==> src/rtl/tourn_pkg.sv <==
package tourn_pkg;

    typedef logic [1:0] ctr2_t;

    localparam ctr2_t CTR_WEAK_LO = 2'b01;

    typedef enum logic {
        SRC_BIMODAL = 1'b0,
        SRC_CORREL  = 1'b1
    } src_e;

    typedef struct packed {
        logic bim_dir;
        logic cor_dir;
        logic use_cor;
    } comp_view_t;

    function automatic ctr2_t ctr_step(ctr2_t c, logic up);
        if (up) return (c == 2'd3) ? c : c + 2'd1;
        else    return (c == 2'd0) ? c : c - 2'd1;
    endfunction

    function automatic logic ctr_dir(ctr2_t c);
        return c[1];
    endfunction

endpackage

==> src/rtl/tourn_ctr_table.sv <==
module tourn_ctr_table
    import tourn_pkg::*;
#(
    parameter int   IDX_W   = 6,
    parameter ctr2_t RST_VAL = CTR_WEAK_LO
) (
    input  logic             clk,
    input  logic             rst,
    input  logic             clr,
    input  logic [IDX_W-1:0] rd_idx,
    output ctr2_t            rd_ctr,
    input  logic [IDX_W-1:0] up_idx,
    output ctr2_t            up_ctr,
    input  logic             up_en,
    input  logic             up_dir
);
    localparam int DEPTH = 1 << IDX_W;

    ctr2_t [DEPTH-1:0] cnt;

    always_ff @(posedge clk) begin
        if (rst || clr) begin
            cnt <= {DEPTH{RST_VAL}};
        end else if (up_en) begin
            cnt[up_idx] <= ctr_step(cnt[up_idx], up_dir);
        end
    end

    assign rd_ctr = cnt[rd_idx];
    assign up_ctr = cnt[up_idx];

    // a trained counter moves by at most one step per cycle
    p_one_step_r2: assert property (@(posedge clk) disable iff (rst)
        !clr |=> (cnt[$past(up_idx)] - $past(cnt[up_idx])) != 2'd2);

    // saturation at the top, no wrap to zero
    p_no_wrap_r2: assert property (@(posedge clk) disable iff (rst)
        (up_en && !clr && up_dir && cnt[up_idx] == 2'd3) |=> cnt[$past(up_idx)] == 2'd3);

    // entries are untouched when this table is not trained
    p_hold_idle_r4: assert property (@(posedge clk) disable iff (rst)
        (!up_en && !clr) |=> $stable(cnt));

endmodule

==> src/rtl/tourn_ghist.sv <==
module tourn_ghist #(
    parameter int GH_W = 6
) (
    input  logic            clk,
    input  logic            rst,
    input  logic            clr,
    input  logic            shift_en,
    input  logic            bit_in,
    output logic [GH_W-1:0] hist
);
    always_ff @(posedge clk) begin
        if (rst || clr) begin
            hist <= '0;
        end else if (shift_en) begin
            hist <= {hist[GH_W-2:0], bit_in};
        end
    end

    // newest outcome lands in bit 0, older bits move up
    p_shift_in_r3: assert property (@(posedge clk) disable iff (rst)
        (shift_en && !clr) |=> (hist[0] == $past(bit_in)) &&
                               (hist[GH_W-1:1] == $past(hist[GH_W-2:0])));

    // flush empties the history
    p_clear_r6: assert property (@(posedge clk) disable iff (rst)
        clr |=> hist == '0);

endmodule

==> src/rtl/tourn_pred.sv <==
module tourn_pred
    import tourn_pkg::*;
#(
    parameter int PC_W  = 16,
    parameter int IDX_W = 6,
    parameter int GH_W  = 6
) (
    input  logic            clk,
    input  logic            rst,
    input  logic            flush,
    input  logic [PC_W-1:0] pred_pc,
    output logic            pred_taken,
    output logic            pred_src,
    input  logic            upd_valid,
    input  logic [PC_W-1:0] upd_pc,
    input  logic            upd_taken
);
    localparam int PAD_W = IDX_W - GH_W;

    logic [GH_W-1:0]  ghist;
    logic [IDX_W-1:0] gh_ext;
    logic [IDX_W-1:0] p_base, p_cor, u_base, u_cor;
    ctr2_t            p_bim_c, p_cor_c, p_sel_c;
    ctr2_t            u_bim_c, u_cor_c, u_sel_c;
    comp_view_t       pv, uv;
    src_e             src;
    logic             upd_go, sel_go, sel_up;

    generate
        if (PAD_W > 0) begin : g_pad
            assign gh_ext = {{PAD_W{1'b0}}, ghist};
        end else begin : g_nopad
            assign gh_ext = ghist[IDX_W-1:0];
        end
    endgenerate

    assign p_base = pred_pc[IDX_W-1:0];
    assign u_base = upd_pc[IDX_W-1:0];
    assign p_cor  = p_base ^ gh_ext;
    assign u_cor  = u_base ^ gh_ext;

    assign upd_go = upd_valid && !flush;

    tourn_ctr_table #(.IDX_W(IDX_W), .RST_VAL(CTR_WEAK_LO)) i_bim (
        .clk(clk), .rst(rst), .clr(flush),
        .rd_idx(p_base), .rd_ctr(p_bim_c),
        .up_idx(u_base), .up_ctr(u_bim_c),
        .up_en(upd_go), .up_dir(upd_taken)
    );

    tourn_ctr_table #(.IDX_W(IDX_W), .RST_VAL(CTR_WEAK_LO)) i_cor (
        .clk(clk), .rst(rst), .clr(flush),
        .rd_idx(p_cor), .rd_ctr(p_cor_c),
        .up_idx(u_cor), .up_ctr(u_cor_c),
        .up_en(upd_go), .up_dir(upd_taken)
    );

    always_comb begin
        uv.bim_dir = ctr_dir(u_bim_c);
        uv.cor_dir = ctr_dir(u_cor_c);
        uv.use_cor = ctr_dir(u_sel_c);
        sel_go     = upd_go && (uv.bim_dir != uv.cor_dir);
        sel_up     = (uv.cor_dir == upd_taken);
    end

    tourn_ctr_table #(.IDX_W(IDX_W), .RST_VAL(CTR_WEAK_LO)) i_sel (
        .clk(clk), .rst(rst), .clr(flush),
        .rd_idx(p_base), .rd_ctr(p_sel_c),
        .up_idx(u_base), .up_ctr(u_sel_c),
        .up_en(sel_go), .up_dir(sel_up)
    );

    tourn_ghist #(.GH_W(GH_W)) i_gh (
        .clk(clk), .rst(rst), .clr(flush),
        .shift_en(upd_go), .bit_in(upd_taken),
        .hist(ghist)
    );

    always_comb begin
        pv.bim_dir = ctr_dir(p_bim_c);
        pv.cor_dir = ctr_dir(p_cor_c);
        pv.use_cor = ctr_dir(p_sel_c);
        src        = pv.use_cor ? SRC_CORREL : SRC_BIMODAL;
        pred_taken = (src == SRC_CORREL) ? pv.cor_dir : pv.bim_dir;
        pred_src   = src;
    end

    // after a flush nothing is trusted to the correlating side
    p_flush_bimodal_r6: assert property (@(posedge clk) disable iff (rst)
        flush |=> !pred_src && !pred_taken);

    // first cycle after reset predicts not-taken from the bimodal side
    p_reset_state_r1: assert property (@(posedge clk)
        rst |=> !pred_src && !pred_taken);

    initial begin
        a_hist_fits_r3: assert (GH_W >= 2 && GH_W <= IDX_W);
    end

endmodule

==> config.mk <==
export PLATFORM = sky130hd
export DESIGN_NAME = tourn_pred
export DESIGN_NICKNAME = d
export VERILOG_FILES = /design/src/rtl/tourn_pkg.sv /design/src/rtl/tourn_ctr_table.sv /design/src/rtl/tourn_ghist.sv /design/src/rtl/tourn_pred.sv
export SDC_FILE = /design/constraint.sdc
export NUM_CORES = 1
export LEC_CHECK = 0
export BUFFER_PORTS_ARGS = -buffer_cell sky130_fd_sc_hd__buf_2
export CORE_UTILIZATION = 30
export DETAILED_ROUTE_END_ITERATION = 10
export GPL_TIMING_DRIVEN = 1
export PLACE_DENSITY_LB_ADDON = 0.25
export REMOVE_ABC_BUFFERS = 1
export SYNTH_ARGS = -nofsm -noshare
export SYNTH_HDL_FRONTEND = slang
export SYNTH_SLANG_ARGS = --single-unit
==> constraint.sdc <==
create_clock -name clk -period 6.74 [get_ports clk]
set_clock_uncertainty 0.1 [all_clocks]
set_input_delay 1.348 -clock clk [delete_from_list [all_inputs] [get_ports clk]]
set_output_delay 1.348 -clock clk [all_outputs]
set_load 0.1 [all_outputs]
; Word level (Yosys, flattened, before mapping)
; Cells that the tools add are included.
[word_totals]
regBits = 390
latch_bits = 0
ram_bits = 0
romBits = 0
output_inout_bits = 2
wordCells = 257
mem_count = 0
[classes]
add_sub_neg = 6
n_mul = 0
div = 0
magnitude_cmp = 6
n_eq_ne = 5
n_shift = 0
muxes = 36
n_bitwise = 2
reduce_logical = 9
[op_table]
columns = cell, count
row1 = $bwmux W128, 3
row2 = $bmux W2 S6, 6
row3 = $mux W2, 23
row4 = $lt A6 B7 Y1 const B, 4
row5 = $demux W2 S6, 2
row6 = $ge A6 B1 Y1 const B, 2
row7 = $xor A6 B6 Y6, 2
row8 = $add A2 B1 Y2 const B, 3
row9 = $eq A2 B2 Y1 const B, 3
row10 = $logic_not A2 Y1, 3
row11 = $sub A2 B1 Y2 const B, 3
row12 = $logic_and A1 B1 Y1, 4
row13 = $mux W1, 2
row14 = $eq A1 B1 Y1, 1
row15 = $logic_not A1 Y1, 1
row16 = $logic_or A1 B1 Y1, 1
row17 = $ne A1 B1 Y1, 1

; Logic depth before layout (Yosys ltp)
; Gate-level depths: netlist of the first run.
[depth]
word_depth = 9
mapped_depth = 15

; Modules after synthesis
; A second synthesis of the first run with hierarchy kept.
[unflattened]
cells_unflattened = 2350
area_unflattened_um2 = 21222.9
[modules_own_cells]
columns = module, instances, cells_per_inst, area_per_inst_um2, seq_area_each_um2
row1 = tourn_ctr_table at i_bim ..., 2, 763, 6929.1, 2562.5
row2 = tourn_ctr_table at i_sel, 1, 786, 6999.2, 2562.5
row3 = tourn_ghist, 1, 21, 219.0, 120.1
row4 = tourn_pred, 1, 17, 146.4, 0.0

; Worst setup path before layout of the first run
; No wires, ideal clock.
[synth_path]
path_kind = input to output
start = in pred_pc[0]
end = out pred_taken
arrival_time_ns = 4.762
path_slack_ns = 0.530
cell_stages = 7
cell_sequence = clkbuf_1 > xor2_1 > clkbuf_1 > mux4_2 > mux4_2 > mux4_2 > mux2_2
[synth_between]
elab_chain_cells = 4
elab_cells_between_ends = 9
classes_between = mux: 8 / bitwise: 1
[synth_lines]
columns = item, line
row1 = start: declaration, tourn_pred.sv:11  ; input logic [PC_W-1:0] pred_pc,
row2 = $xor A6 B6 Y6 / $bmux W2 S6 (equally long branches), "tourn_pred.sv:39, tourn_ctr_table.sv:29"
row3 = $bmux W2 S6 / $mux W2 (equally long branches), tourn_ctr_table.sv:29  ; assign rd_ctr = cnt[rd_idx];
row4 = $mux W2 (implied by the code) / $mux W1 (equally long branches), "tourn_ctr_table.sv:29, tourn_pred.sv:83"
row5 = $mux W1 *, tourn_pred.sv:84  ; pred_taken = (src == SRC_CORREL) ? pv.cor_dir : pv.bim_dir;
row6 = end: declaration, tourn_pred.sv:12  ; output logic pred_taken,
; Mark *: on every way between the ends. The rest lies on a longest branch, timed or not. The select of a mux whose other input is x is not followed.

; Worst setup path in the final report of the first run
; Ends and elaborated chain as after synthesis.

==> flow_summary_export.csv, run 1 <==
group,metric,value,unit
power_and_ir_drop,cellPowerDensity,245.2,nW/µm²
route,routed_wl,75600,µm
synth,synth_edf_count,0,
critical_path,critPathCaptureType,"output port",
critical_path,critPathArrivalTime,4490,ps
timing,rsz0062_at_grt,"false",
synth,synth_area_leaders,"dfxtp_1 39%, mux4_2 10%, mux2i_1 7.8%",
synth,async_reset_ff_share,0,%
clock_network,cts_setup_buffers,0,
clock_network,clock-root-buffer,"clkbuf_16",
run,cap_violations,0,
critical_path,startpoint_type,"primary input",
route,dr.pass1.iters,5,
route,vias,18190,
synth,syn_area,19910,µm²
synth,yosysTopAreaCellShare,39.21,%
global_routing,grt_pass1_wl,114200,µm
synth,netlist_instances,2185,
critical_path,crit_type,"primary input to output port",
synth,synth_cell_types,70,
synth,ys_warn_count,0,
synth,synth_common_cells,"390 x dfxtp_1, 288 x nor2_1, 268 x nand2_1",
synth,avgSynthCellArea,9.113,µm²
global_routing,first_global_vias,17560,
place,finalWeightedCongestion,0.9251,
floorplanning,core.rowCount,94,
clock_network,clockBufferDepth,3,
clock_network,cts_hold_buf,0,
global_routing,antenna_found_initial,2,
synth,synth-seq-cells,390,
clock_network,cts_sinks,390,
synth,yosys.area.top_type,"dfxtp_1",
hold_path,hold_path_class,"flop to flop",
timing,fmax,0.1683,GHz
timing,period_share,88.17,%
route,antenna_left,0,
floorplanning,die_h,259.6,µm
cells_and_area,area_growth,13.84,%
synth,synth_most_common_cell,"dfxtp_1",
cells_and_area,nFillCells,6649,
timing,setup_violations,0,
place,dp_hpwl,49530,µm
global_routing,grt_use_total,22.25,%
floorplanning,start_util,30.29,%
synth,ys_seq_area_share,39.21,%
floorplanning,fp.dieW,259.6,µm
timing,final_hold_viol_count,0,
cells_and_area,final_nets,2155,
timing,slew_headroom,27.05,%
route,drt_iter0_markers,2027,
timing,fin_setup_tns,0,ps
timing,max_slew.worst_pin.slew,1090,ps
route,drc,0,
clock_network,path_clk_slew,60,ps
critical_path,cp_max_fo,16,
floorplanning,dieArea,67410,µm²
clock_network,cts_tree,"yes",
route,wl_per_cell,25.05,µm
floorplanning,ios,39,
status,status,"completed",
critical_path,worstPathRequired,5290,ps
cells_and_area,utilization,34.48,%
global_routing,grt_overflow,0,
place,portBuffers,18,
clock_network,post_cts_resize_count,0,
cells_and_area,stdcell_count,3018,
floorplanning,core,65750,µm²
power_and_ir_drop,leakage,7.637,nW
clock_network,cts_made_buffers,47,
cells_and_area,layout-drive-gt1-share,15.06,%
place,dp_cells,2933,
timing,final_max_slew_viol_count,0,
global_routing,grt_max_degree,188,
timing,period_needed,5943,ps
clock_network,insertion_delay,600,ps
synth,synth_flop_cell,"dfxtp_1",
power_and_ir_drop,irDropWorstVdd,0.1900,mV
route,viasPerCell,6.027,
clock_network,htreeDepth,2,
==> sequential cells by signal, indices dropped and copies added, names as in the netlist <==
register and count:
i_bim.cnt 128, i_cor.cnt 128, i_sel.cnt 128, i_gh.hist 6
==> kinds of logic (layout without fill, tap and decap cells) <==
family / Yosys count / after routing / share of synthesized area (%)
simple gates: 687 / 687 / 14.38
compound gates: 585 / 585 / 21.12
flops: 390 / 390 / 39.21
mux: 273 / 273 / 19.61
buf+inv: 227 / 194 / 4.606
xor+xnor: 20 / 20 / 0.9175
fa+ha+maj: 3 / 3 / 0.1508
other cells: 0 / 2 / 0
==> layer usage <==
metal	GRT usage (%)	up-vias	wire length, µm
met3	4.191	220	6422
met4	10.33	0	3629
li1	-	8083	-
met2	34.17	946	33770
met1	30.08	8940	31770
met5	0	-	0
==> power breakdown <==
group | switching [W] | leakage, nW | internal, W
Combinational | 0.000532 | 3.73 | 0.000181
Sequential | 0.00000274 | 3.15 | 0.00231
Clock | 0.00104 | 0.759 | 0.00150
Total | 0.00157 | 7.64 | 0.00399
==> critical path, stage by stage <==
cell and delay, ps:
buf_2 270, xor2_2 150, buf_4 360, mux4_2 560, mux4_2 530, mux4_2 590
mux2_2 350, buf_2 310
==> area by class of cell <==
type | instances | area, µm² | area share (%)
inverter | 8 | 30.03 | 0.1325
antenna | 2 | 5.005 | 0.02208
multi-input combinational | 1568 | 11350 | 50.07
sequential | 390 | 7807 | 34.44
tap | 864 | 1081 | 4.769
clock inverter | 9 | 100.1 | 0.4416
timing repair buffer | 103 | 855.8 | 3.776
clock buffer | 74 | 1438 | 6.342
==> final timing paths <==
| path | start | endpoint | slack, ps | cells after the start |
|---|---|---|---|---|
| setup / recovery | pred_pc[0] | pred_taken | 800 | 8 |
| hold / removal | i_cor.cnt[16] | i_cor.cnt[16] | 370 | 2 |
| setup reg to reg | i_gh.hist[0] | i_sel.cnt[117] | 2350 | 11 |
| hold reg to reg | i_cor.cnt[16] | i_cor.cnt[16] | 370 | 2 |
==> layout by cell type, fill, tap and decap left out, drive strengths merged, types with 11 or more instances in the layout <==
cell type and count:
mux2 27, nand2 268, a31oi 43, mux4 91
buf 103, o211ai 80, o22ai 16, o2bb2ai 11
o31ai 30, a21oi 88, nor3 53, a211oi 124
clkbuf 74, a22oi 24, nand3 22, nor2 288
xor2 11, dfxtp 390, o311ai 22, a311oi 30
mux2i 155, a221oi 36, o21ai 37
==> stage by stage <==
| step | cell area (µm²) | worst slack, ps | hold slack (ps) | power (W) |
|---|---|---|---|---|
| 2_1_floorplan | 19020 | -3405 | 335.5 | 0.002698 |
| 3_3_place_gp | 21120 | 844.7 | 349.3 | 0.003053 |
| 3_5_place_dp | 21120 | 823.6 | 352.5 | 0.003059 |
| 4_1_cts | 22660 | 817.5 | 367.8 | 0.005588 |
| 5_1_grt | 22660 | 751.2 | 391.2 | 0.005725 |
| 6_report | 22670 | 797.3 | 369.6 | 0.005558 |
No activity file was read; power rests on OpenSTA's default activity.
==> run 2, diff against run 1 <==
- CORE_UTILIZATION: 30 -> 38
- SLEW_MARGIN: not set -> 20
==> run 2 against run 1 <==
  * Wire length decreased by 3.5%
  * Sequential power hardly changed
  * Core utilization is 9.1 points higher
  * Design area decreased by 1.1%
==> flow_summary_export.csv, run 2 (synthesized netlist as in run 1, its figures left out) <==
group,metric,value,unit
status,status,"completed",
critical_path,critPathCaptureType,"output port",
global_routing,grt_use_total,26.99,%
critical_path,crit_path_cell_trace,"buf_2 > xor2_2 > buf_4 > mux4_2 > mux4_2 > mux4_2 > mux2_2 > buf_2",
power_and_ir_drop,netSwitchingPower,0.001555,W
power_and_ir_drop,combPwrFrac,12.5,%
power_and_ir_drop,cellPowerDensity,254.1,nW/µm²
critical_path,cp_max_fo,16,
global_routing,first_global_vias,17020,
floorplanning,dieArea,53320,µm²
timing,slew_headroom,15.49,%
timing,final_max_slew_viol_count,0,
clock_network,path_clk_slew,60,ps
floorplanning,die_h,230.9,µm
clock_network,cts_setup_buffers,0,
power_and_ir_drop,intPower,0.004143,W
floorplanning,core.rowCount,83,
cells_and_area,utilization,43.53,%
place,portBuffers,18,
floorplanning,core,51510,µm²
clock_network,clock-root-buffer,"clkbuf_16",
critical_path,worstPathRequired,5290,ps
route,wl_per_cell,25.90,µm
power_and_ir_drop,p_clk_share,46.9,%
cells_and_area,n_antenna_cell,0,
route,drc,0,
run,cap_violations,0,
power_and_ir_drop,swShare,27.29,%
hold_path,hold_path_class,"flop to flop",
critical_path,critPathArrivalTime,4430,ps
global_routing,grt_overflow,0,
clock_network,cts_hold_buf,0,
clock_network,htreeDepth,2,
cells_and_area,layout_common_cells,"390 x dfxtp_1, 286 x nor2_1, 267 x nand2_1",
timing,period_needed,5883,ps
power_and_ir_drop,leakage,7.613,nW
route,drt_iter0_markers,2368,
global_routing,grt_max_degree,189,
floorplanning,fp.dieW,230.9,µm
clock_network,clockBufferDepth,3,
global_routing,grt_pass1_wl,109700,µm
clock_network,cts_made_buffers,45,
critical_path,max_stage_delay,570,ps
critical_path,reg2reg_from,"i_gh.hist[1]",
cells_and_area,area_growth,12.61,%
place,dp_slack,808.6,ps
route,antenna_left,0,
floorplanning,start_util,38.66,%
timing,fmax,0.1700,GHz
cells_and_area,reg_top3,"i_bim.cnt x128, i_cor.cnt x128, i_sel.cnt x128",
timing,period_share,87.28,%
clock_network,post_cts_resize_count,0,
timing,setup_slack,857.3,ps
cells_and_area,stdcell_count,2817,
power_and_ir_drop,p_seq_share,40.6,%
critical_path,critPathLaunch,"pred_pc[0]",
clock_network,cts_tree,"yes",
power_and_ir_drop,irDropWorstVdd,0.1621,mV
place,dp_cells,2738,
global_routing,antenna_found_initial,1,
clock_network,cts_sinks,390,
timing,setup_violations,0,
place,finalWeightedCongestion,0.9298,
route,viasPerCell,6.467,
floorplanning,ios,39,
critical_path,startpoint_type,"primary input",
route,vias,18220,
critical_path,crit_path_frequent_cell,"mux4_2",
cells_and_area,layout_commonest_cell,"dfxtp_1",
hold_path,min_from,"i_cor.cnt[12]",
critical_path,crit_type,"primary input to output port",
route,dr.pass1.iters,6,
route,routed_wl,72970,µm
timing,final_hold_viol_count,0,
cells_and_area,layout-drive-gt1-share,14.65,%
cells_and_area,final_nets,2142,
critical_path,critPathSlowestCell,"mux4_2",
timing,max_slew.worst_pin.slew,1258,ps
clock_network,insertion_delay,600,ps
timing,rsz0062_at_grt,"false",
place,dp_hpwl,47210,µm
run 2: per-stage QoR:
stage / power [W] / area, µm² / hold WS (ps) / setup TNS (ps)
finish: 0.005698 / 22420 / 369.6 / 0
global route: 0.005841 / 22420 / 392.3 / 0
CTS: 0.005695 / 22420 / 371.5 / 0
detailed placement: 0.003047 / 20820 / 356.6 / 0
global placement: 0.003046 / 20820 / 351.9 / 0
floorplan: 0.002698 / 19020 / 335.5 / -347380
run 2: critical path, delay by kind of cell:
family                    cells  cell delay [ps]
muxes                         4             2010
buffers and inverters         3              900
xor gates and xnor gates      1              150
run 2: metal layers:
| layer | global-route usage, % | up-vias | share of wire [%] |
|---|---|---|---|
| li1 | - | 8034 | - |
| met1 | 39.18 | 8882 | 44 |
| met2 | 38.05 | 1110 | 41 |
| met3 | 7.337 | 192 | 12 |
| met4 | 9.168 | 0 | 3.3 |
| met5 | 0 | - | 0 |
run 2: cell type report:
class / count / area, µm²
tap: 680 / 850.8
fill: 5019 / 29090
multi-input combinational: 1568 / 11340
clock buffer: 63 / 1304
inverter: 8 / 30.03
sequential: 390 / 7807
timing repair buffer: 92 / 798.3
clock inverter: 16 / 292.8
run 2: power groups by stage:
stage	sequential, W	clock, W	combinational [W]
after global placement	0.00236	0	0.000685
after global routing	0.00231	0.00280	0.000734
after floorplan	0.00236	0	0.000338
after detailed placement	0.00236	0	0.000686
final	0.00231	0.00268	0.000712
after CTS	0.00231	0.00270	0.000688
run 2: final timing paths:
path	end	slack, ps	depth (start not counted)
worst max-delay path	pred_taken	860	8
worst min-delay path	i_cor.cnt[12]	370	2
worst max register to register	i_sel.cnt[76]	1940	9
worst min register to register	i_cor.cnt[12]	370	2
==> run 3, diff against run 2 <==
==> constraint.sdc (replaced) <==
create_clock -name clk -period 6.74 [get_ports clk]
set_clock_uncertainty 0.1 [all_clocks]
set_input_delay 0.674 -clock clk [delete_from_list [all_inputs] [get_ports clk]]
set_output_delay 0.674 -clock clk [all_outputs]
set_load 0.1 [all_outputs]
==> run 3 against run 2 <==
  * Largest cell class unchanged
  * Critical endpoint is now i_sel.cnt[67]
  * Critical path type is now primary input to flop
  * Core utilization fell by 0.74 points
  * Clock power fell by 12%
  * Sequential cell count did not move
==> flow_summary_export.csv, run 3 (synthesized netlist as in run 1, its figures left out) <==
group,metric,value,unit
place,portBuffers,18,
cells_and_area,layout-drive-gt1-share,13.72,%
clock_network,cts_hold_buf,0,
clock_network,cts_made_buffers,44,
floorplanning,start_util,38.66,%
critical_path,endpoint,"i_sel.cnt[67]",
timing,max_slew.worst_pin.slew,1230,ps
global_routing,grt_pass1_wl,109700,µm
timing,rsz0062_at_grt,"false",
power_and_ir_drop,power,0.005346,W
floorplanning,fp.dieW,230.9,µm
cells_and_area,stdcell_area,22040,µm²
timing,slew_headroom,17.79,%
global_routing,grt_use_total,26.80,%
cells_and_area,area_growth,10.69,%
critical_path,reg2reg_from,"i_gh.hist[2]",
critical_path,cp_max_fo,19,
cells_and_area,final_nets,2127,
critical_path,r2r_setup_slack,2010,ps
floorplanning,core.rowCount,83,
clock_network,insertion_delay,590,ps
global_routing,grt_overflow,0,
timing,final_hold_viol_count,0,
route,dr.pass1.iters,5,
timing,period_share,74.69,%
floorplanning,ios,39,
power_and_ir_drop,cellPowerDensity,242.6,nW/µm²
clock_network,post_cts_resize_count,0,
hold_path,min_path_cells,2,
power_and_ir_drop,irDropWorstVdd,0.1740,mV
route,drt_iter0_markers,2454,
clock_network,htreeDepth,2,
cells_and_area,layout_commonest_cell,"dfxtp_1",
global_routing,antenna_found_initial,2,
route,vias,18170,
floorplanning,die_h,230.9,µm
cells_and_area,n_antenna_cell,0,
timing,period_needed,5034,ps
power_and_ir_drop,leakage,7.424,nW
critical_path,critPathArrivalTime,5370,ps
floorplanning,core,51510,µm²
global_routing,grt_max_degree,124,
critical_path,worstPathRequired,7080,ps
timing,fmax,0.1986,GHz
place,dp_hpwl,46780,µm
critical_path,r2r-end,"i_sel.cnt[67]",
critical_path,crit_type,"primary input to flop",
status,status,"completed",
timing,setup_violations,0,
timing,fin_setup_tns,0,ps
route,antenna_left,0,
floorplanning,dieArea,53320,µm²
clock_network,cts_sinks,390,
critical_path,r2r_cells,11,
clock_network,clock-root-buffer,"clkbuf_16",
critical_path,critPathCaptureType,"flop",
place,postPlaceCellArea,20660,µm²
cells_and_area,reg_top3,"i_bim.cnt x128, i_cor.cnt x128, i_sel.cnt x128",
clock_network,cts_setup_buffers,0,
global_routing,first_global_vias,16960,
cells_and_area,layout_common_cells,"390 x dfxtp_1, 287 x nor2_1, 268 x nand2_1",
clock_network,path_clk_slew,60,ps
critical_path,critPathLaunch,"upd_pc[2]",
timing,timing.hold.ws,364.9,ps
run,cap_violations,0,
route,viasPerCell,6.487,
clock_network,cts_tree,"yes",
critical_path,startpoint_type,"primary input",
route,drc,0,
place,finalWeightedCongestion,0.9313,
route,routed_wl,71840,µm
timing,final_max_slew_viol_count,0,
route,wl_per_cell,25.65,µm
hold_path,hold_path_class,"flop to flop",
clock_network,clockBufferDepth,3,
==> run 3: cell count changes in the layout (fill, tap and decap cells not counted), sizes merged <==
| cell | previous run | this run |
|---|---|---|
| clkinv | 5 | 10 |
| clkinvlp | 2 | 1 |
| clkbuf | 63 | 64 |
| buf | 92 | 78 |
| bufinv | 8 | 1 |
==> run 3: power breakdown <==
| part | switching, W | internal (W) | leakage [nW] | total, W |
|---|---|---|---|---|
| logic | 0.000517 | 0.000163 | 3.59 | 0.000680 |
| registers | 0.00000263 | 0.00231 | 3.15 | 0.00231 |
| clock network | 0.00102 | 0.00134 | 0.681 | 0.00235 |
==> run 3: stage by stage <==
stage | cells | util, % | worst slack [ps]
after floorplan | 1966 | - | -2731
after global placement | 2724 | 40.10 | 1431
after detailed placement | 2724 | 40.11 | 1393
after CTS | 2801 | 42.79 | 1937
after global routing | 2801 | 42.79 | 1679
final | 2801 | 42.79 | 1706
==> run 3: worst max-delay path, cell delays in order <==
cell and delay, ps:
buf_2 300, buf_4 320, and2_0 500, a221oi_1 460, nor2_1 70, o21ai_0 350, o211ai_1 220, nor4_1 930
nor2_1 230, a22oi_2 820, buf_4 370, o31ai_1 90
==> run 3: metal layers <==
layer,track usage [%],up-vias,part of all wire [%]
li1,-,7988,-
met1,39.19,8930,44
met2,38.71,1091,42
met3,5.879,160,11
met4,8.547,2,3.2
met5,0,-,0.017
==> run 3: cell type report <==
type / count / area (µm²)
fill: 5062 / 29470
multi-input combinational: 1568 / 11340
sequential: 390 / 7807
clock buffer: 64 / 1256
tap: 680 / 850.8
timing repair buffer: 78 / 630.6
clock inverter: 13 / 122.6
inverter: 8 / 30.03
==> run 3: worst min-delay path by stage <==
| stage | from | slack [ps] | endpoint |
|---|---|---|---|
| final | i_cor.cnt[16] | 360 | i_cor.cnt[16] |
| after global routing | i_cor.cnt[44] | 390 | i_cor.cnt[44] |
| after CTS | i_cor.cnt[16] | 370 | i_cor.cnt[16] |
| after detailed placement | i_cor.cnt[12] | 350 | i_cor.cnt[12] |
| after global placement | i_cor.cnt[38] | 350 | i_cor.cnt[38] |
| after floorplan | i_cor.cnt[36] | 340 | i_cor.cnt[36] |
